[src/rtl/apsq_pkg.sv]
package apsq_pkg;

    localparam int BUS_W   = 32;
    localparam int FIELD_W = BUS_W / 4;
    localparam int NUM_CH  = 2;

    typedef struct packed {
        logic [FIELD_W-1:0] tx_left;
        logic [FIELD_W-1:0] tx_right;
        logic [FIELD_W-1:0] rx_left;
        logic [FIELD_W-1:0] rx_right;
    } stat_word_t;

    typedef enum logic [2:0] {
        ST_POLL_TX = 3'd0,
        ST_PUT_L   = 3'd1,
        ST_PUT_R   = 3'd2,
        ST_POLL_RX = 3'd3,
        ST_GET_L   = 3'd4,
        ST_GET_R   = 3'd5
    } seq_state_t;

    typedef enum logic {
        CH_LEFT  = 1'b0,
        CH_RIGHT = 1'b1
    } chan_t;

    function automatic logic field_set(input logic [FIELD_W-1:0] f);
        return |f;
    endfunction

endpackage

[src/rtl/apsq_status_dec.sv]
module apsq_status_dec
    import apsq_pkg::*;
(
    input  logic [BUS_W-1:0] word,
    output logic             pair_room,
    output logic             pair_input
);
    stat_word_t s;

    always_comb begin
        s          = stat_word_t'(word);
        pair_room  = field_set(s.tx_left) && field_set(s.tx_right);
        pair_input = field_set(s.rx_left) && field_set(s.rx_right);
    end
endmodule

[src/rtl/apsq_out_latch.sv]
module apsq_out_latch
    import apsq_pkg::*;
#(
    parameter int W = BUS_W
) (
    input  logic                     clk,
    input  logic                     rst,
    input  logic [NUM_CH-1:0][W-1:0] d,
    input  logic [NUM_CH-1:0]        v,
    output logic [NUM_CH-1:0][W-1:0] q
);
    for (genvar c = 0; c < NUM_CH; c++) begin : g_ch
        always_ff @(posedge clk) begin
            if (rst)       q[c] <= '0;
            else if (v[c]) q[c] <= d[c];
        end
    end
endmodule

[src/rtl/apsq_fsm.sv]
module apsq_fsm
    import apsq_pkg::*;
#(
    parameter int                ADDR_W      = 4,
    parameter logic [ADDR_W-1:0] STATUS_ADDR = 'd1,
    parameter logic [ADDR_W-1:0] LEFT_ADDR   = 'd2,
    parameter logic [ADDR_W-1:0] RIGHT_ADDR  = 'd3
) (
    input  logic              clk,
    input  logic              rst,
    input  logic              bus_ack,
    input  logic              pair_room,
    input  logic              pair_input,
    output logic              bus_rd,
    output logic              bus_wr,
    output logic [ADDR_W-1:0] bus_addr,
    output chan_t             wsel,
    output logic              take_right
);
    seq_state_t st, nxt;
    logic       rd_req, wr_req, done;

    always_comb begin
        rd_req = (st == ST_POLL_TX) || (st == ST_POLL_RX) ||
                 (st == ST_GET_L)   || (st == ST_GET_R);
        wr_req = (st == ST_PUT_L) || (st == ST_PUT_R);
        bus_rd = rd_req && !rst;
        bus_wr = wr_req && !rst;
        done   = bus_ack && (bus_rd || bus_wr);
        unique case (st)
            ST_PUT_L, ST_GET_L: bus_addr = LEFT_ADDR;
            ST_PUT_R, ST_GET_R: bus_addr = RIGHT_ADDR;
            default:            bus_addr = STATUS_ADDR;
        endcase
        wsel       = (st == ST_PUT_R) ? CH_RIGHT : CH_LEFT;
        take_right = (st == ST_GET_R) && done;
    end

    always_comb begin
        nxt = st;
        unique case (st)
            ST_POLL_TX: nxt = pair_room  ? ST_PUT_L : ST_POLL_TX;
            ST_PUT_L:   nxt = ST_PUT_R;
            ST_PUT_R:   nxt = ST_POLL_RX;
            ST_POLL_RX: nxt = pair_input ? ST_GET_L : ST_POLL_TX;
            ST_GET_L:   nxt = ST_GET_R;
            ST_GET_R:   nxt = ST_POLL_TX;
            default:    nxt = ST_POLL_TX;
        endcase
    end

    always_ff @(posedge clk) begin
        if (rst)       st <= ST_POLL_TX;
        else if (done) st <= nxt;
    end
endmodule

[src/rtl/apsq_fwd.sv]
module apsq_fwd
    import apsq_pkg::*;
#(
    parameter int W = BUS_W
) (
    input  logic         clk,
    input  logic         rst,
    input  logic         take,
    input  logic [W-1:0] din,
    output logic [W-1:0] dout,
    output logic         dvalid
);
    always_ff @(posedge clk) begin
        if (rst) begin
            dout   <= '0;
            dvalid <= 1'b0;
        end else begin
            dvalid <= take;
            if (take) dout <= din;
        end
    end
endmodule

[src/rtl/audio_fifo_poll_seq.sv]
module audio_fifo_poll_seq
    import apsq_pkg::*;
#(
    parameter int                ADDR_W      = 4,
    parameter logic [ADDR_W-1:0] STATUS_ADDR = 'd1,
    parameter logic [ADDR_W-1:0] LEFT_ADDR   = 'd2,
    parameter logic [ADDR_W-1:0] RIGHT_ADDR  = 'd3
) (
    input  logic              clk,
    input  logic              rst,
    output logic [ADDR_W-1:0] bus_addr,
    output logic              bus_rd,
    output logic              bus_wr,
    output logic [BUS_W-1:0]  bus_wdata,
    input  logic [BUS_W-1:0]  bus_rdata,
    input  logic              bus_ack,
    input  logic [BUS_W-1:0]  pl_left_data,
    input  logic              pl_left_valid,
    input  logic [BUS_W-1:0]  pl_right_data,
    input  logic              pl_right_valid,
    output logic [BUS_W-1:0]  cap_data,
    output logic              cap_valid
);
    logic [NUM_CH-1:0][BUS_W-1:0] held;
    logic [NUM_CH-1:0][BUS_W-1:0] pl_d;
    logic [NUM_CH-1:0]            pl_v;
    logic                         pair_room, pair_input, take_right;
    chan_t                        wsel;

    assign pl_d[CH_LEFT]  = pl_left_data;
    assign pl_d[CH_RIGHT] = pl_right_data;
    assign pl_v[CH_LEFT]  = pl_left_valid;
    assign pl_v[CH_RIGHT] = pl_right_valid;

    apsq_out_latch #(.W(BUS_W)) latch_i (
        .clk (clk),
        .rst (rst),
        .d   (pl_d),
        .v   (pl_v),
        .q   (held)
    );

    apsq_status_dec dec_i (
        .word       (bus_rdata),
        .pair_room  (pair_room),
        .pair_input (pair_input)
    );

    apsq_fsm #(
        .ADDR_W      (ADDR_W),
        .STATUS_ADDR (STATUS_ADDR),
        .LEFT_ADDR   (LEFT_ADDR),
        .RIGHT_ADDR  (RIGHT_ADDR)
    ) fsm_i (
        .clk        (clk),
        .rst        (rst),
        .bus_ack    (bus_ack),
        .pair_room  (pair_room),
        .pair_input (pair_input),
        .bus_rd     (bus_rd),
        .bus_wr     (bus_wr),
        .bus_addr   (bus_addr),
        .wsel       (wsel),
        .take_right (take_right)
    );

    assign bus_wdata = held[wsel];

    apsq_fwd #(.W(BUS_W)) fwd_i (
        .clk    (clk),
        .rst    (rst),
        .take   (take_right),
        .din    (bus_rdata),
        .dout   (cap_data),
        .dvalid (cap_valid)
    );
endmodule

[config.mk]
export PLATFORM = sky130hd
export DESIGN_NAME = audio_fifo_poll_seq
export DESIGN_NICKNAME = d
export VERILOG_FILES = /design/src/rtl/apsq_pkg.sv /design/src/rtl/apsq_status_dec.sv /design/src/rtl/apsq_out_latch.sv /design/src/rtl/apsq_fsm.sv /design/src/rtl/apsq_fwd.sv /design/src/rtl/audio_fifo_poll_seq.sv
export SDC_FILE = /design/constraint.sdc
export NUM_CORES = 1
export LEC_CHECK = 0
export ABC_CLOCK_PERIOD_IN_PS = 2090
export BUFFER_PORTS_ARGS = -buffer_cell sky130_fd_sc_hd__buf_2
export CAP_MARGIN = 5
export CORE_ASPECT_RATIO = 1.25
export CORE_MARGIN = 5
export CORE_UTILIZATION = 53
export CTS_BUF_LIST = sky130_fd_sc_hd__clkbuf_4
export CTS_CLUSTER_DIAMETER = 100
export DETAILED_ROUTE_END_ITERATION = 8
export GPL_TIMING_DRIVEN = 0
export HOLD_SLACK_MARGIN = 0.06
export PLACE_DENSITY_LB_ADDON = 0.1
export SLEW_MARGIN = 20
export SYNTH_ARGS = -nofsm -noshare
export SYNTH_HDL_FRONTEND = slang
export SYNTH_SLANG_ARGS = --single-unit
[constraint.sdc]
create_clock -name clk -period 2.09 [get_ports clk]
set_input_delay 0.1045 -clock clk [delete_from_list [all_inputs] [get_ports clk]]
set_output_delay 0.1045 -clock clk [all_outputs]
set_load 0.1 [all_outputs]
==> metrics.txt <==
status=finished clean; synthesized flop and latch total=100; largest stage delay on the critical path=0.37 ns; Site Rows=35; ANT nets after route=0; number of H-tree levels=3; leakage=3.16 nW; power per cell area=678 nW/um^2; delay-heaviest family, CP=buffers and inverters; diode count=0; grt ovf=0; Multi-input gate area=1970 um^2; Initial Util=54.6%; Hold EP=latch_i.q[32]$_SDFFE_PP0P_; Worst Hold Class=input pin to flip-flop; critical path's slowest cell=mux2_2; Reg2Reg Launch Point=fsm_i.st[1]$_SDFFE_PP0P_; Slew HR=59.7%; synth warn=0; Clock Sinks=100; drt total wl=17.3 mm; CP max FO=6; drt wl/cell=21.4 um; largest net degree at the start of global routing=17; DRC errors left=0; Slew Limit Fails=0; Pre-Repair DR Iteration Count=5; DP Area=5030 um^2; min-delay src=pl_right_valid; Critical Path Stages=7; vias in the first global route=4604; area of the mapped netlist=4060 um^2; CTS Buf Count=9; Distinct cells, synth=25; register area share after synthesis=49.3%; Tmin final=2.08 ns; total track usage=31.7%; drt initial violations=315; antenna violations before repair=0; Filler cells=288; Syn Area/Cell=9.47 um^2; core area=7440 um^2; latest clock arrival within the worst-skew pair=0.45 ns; clock-pin slew on the worst setup and hold paths=0.15 ns; FF-to-FF path depth=8; ordered cell list for the critical path=buf_6 > inv_2 > nor3_4 > buf_12 > buf_4 > mux2_2 > buf_6; Critical Path Source Type=flip-flop; Final Skew=0.0238 ns; synthesis-to-finish area growth=68.0%; fraction of registers with async set/reset=0%; worst hold path depth=3; final worst path period share=99.6%; port bufs=167; register area=2000 um^2; Die H=108 um; Clk Tree Root Cell=clkbuf_4; Placement Setup Slack=0.0606 ns; CTS tree=yes; Req. time, crit path=1.99 ns; # IOs=172; worst path buffer plus inverter count=5; Reg2Reg Setup Slack=0.37 ns; total power=4.62 mW; final hold vios=0; RD Place Congestion=0.763; Die Wd=88.3 um; Mapped Cells=429; Worst-Margin Slew=0.605 ns; first-pass GRT wire length=23.2 mm; Via Count=4513; detailed placer's ending HPWL=7.90 mm; setup ws final=0.00836 ns; Clock Tree Buf Depth=2; VDD IR max=0.502 mV; Core Util, Final=91.6%; post-route cell area=6820 um^2; Vias/cell=5.57; Fmax=480 MHz; Worst R2R End=fwd_i.dout[16]$_SDFFE_PP0P_; CP dominant cell by count=buf_6; max-cap violation count=0; Main synth FF type=dfxtp_1; Worst setup EP type=output pin; die footprint=9520 um^2; proportion of layout cells with a drive suffix above 1=34.3%; Non-Filler Instances=810; kind of critical path=flip-flop to output pin; EDFF count, synth=0; # setup viols final=0; CP Data Arrival Time=1.98 ns; placed insts=689; nets@finish=815; RSZ-0062 raised after global routing=yes
## flip-flops by register name, summed over array words and instances, names as in the netlist
name / flops
latch_i.q: 64
fwd_i.dout: 32
fsm_i.st: 3
fwd_i.dvalid: 1
## power by group
part | switching (mW) | internal, mW | leakage, nW
logic | 0.839 | 0.574 | 2.26
clock network | 0.670 | 0.499 | 0.0831
registers | 0.0557 | 1.99 | 0.819
total | 1.56 | 3.06 | 3.16
## cell usage in the layout (no fill, tap or decap), types with 3 or more instances in the layout
cell type,instances
clkbuf_4,10
mux2_2,8
buf_6,14
nand2_1,73
dfxtp_1,99
buf_4,5
a21oi_1,32
dlygate4sd3_1,101
mux2i_1,64
buf_12,27
xnor2_1,3
mux2_4,24
nor4_1,8
clkbuf_1,11
buf_2,145
nor2_1,69
## cells by family after synthesis
family | count (synthesis) | share of synthesized area [%]
buffers and inverters | 36 | 4.99
AOI/OAI and AO/OA | 35 | 4.50
xor gates and xnor gates | 6 | 1.29
muxes | 96 | 24.6
and+or+nand+nor | 155 | 15.2
other | 1 | 0.0923
DFF | 100 | 49.3
## stage by stage
stage	hold slack, ns	setup TNS [ns]
after floorplan	0.240	0
after global placement	0.342	0
after detailed placement	0.350	0
after CTS	0.0697	0
after global routing	0.133	-0.377
final	0.129	0
## cell usage after synthesis, types with 2 or more instances
cell | count | share of area (%)
buf_1 | 2 | 0.18
nor4_1 | 8 | 1.2
buf_2 | 11 | 1.4
nand2b_1 | 2 | 0.31
a21oi_1 | 32 | 3.9
mux2_2 | 31 | 8.6
clkbuf_1 | 11 | 1.0
mux2i_1 | 64 | 16
buf_4 | 7 | 1.3
nand2_1 | 73 | 6.7
nor2_1 | 69 | 6.4
xor2_1 | 2 | 0.43
dfxtp_1 | 100 | 49
buf_6 | 3 | 0.83
xnor2_1 | 4 | 0.86
## timing repair
item	CTS	global route
gates cloned	1	1
gates resized for setup	100	53
pin swaps	1	1
hold buffers	101	0
buffers inserted	3	0
hold endpoints to repair	98	0
endpoints found under the setup margin	32	26
## worst max path at each step
stage	from	end
2_1_floorplan	fsm_i.st[2]$_SDFFE_PP0P_	bus_rd
3_3_place_gp	fsm_i.st[1]$_SDFFE_PP0P_	bus_wdata[4]
3_5_place_dp	fsm_i.st[1]$_SDFFE_PP0P_	bus_wdata[5]
4_1_cts	fsm_i.st[2]$_SDFFE_PP0P_	bus_wdata[22]
5_1_grt	fsm_i.st[1]$_SDFFE_PP0P_	bus_wdata[18]
6_report	fsm_i.st[1]$_SDFFE_PP0P_	bus_wdata[0]
## worst register-to-register path: cells and delay by family, from the launching register on
kind / cells / cell delay (ns)
AO/OA/AOI/OAI: 1 / 0.19
flip-flops: 1 / 0.35
buffers and inverters: 5 / 0.68
AND/OR/NAND/NOR: 2 / 0.44
## routing by layer
metal / wire length (um) / track usage [%] / up-vias
met4: 1160 / 17.1 / 0
met5: 0 / 0 / -
li1: - / - / 1992
met1: 5870 / 32.3 / 2095
met2: 8830 / 56.7 / 320
met3: 1450 / 9.11 / 106
## final cells by class
| class | instances | area share [%] |
|---|---|---|
| sequential | 100 | 29.4 |
| buffer | 34 | 3.36 |
| multi-input combinational | 294 | 28.9 |
| inverter | 2 | 0.183 |
| tap | 92 | 1.69 |
| timing repair buffer | 273 | 34.2 |
| clock buffer | 10 | 1.10 |
| clock inverter | 5 | 1.25 |
Power figures use the tool's default switching activity.
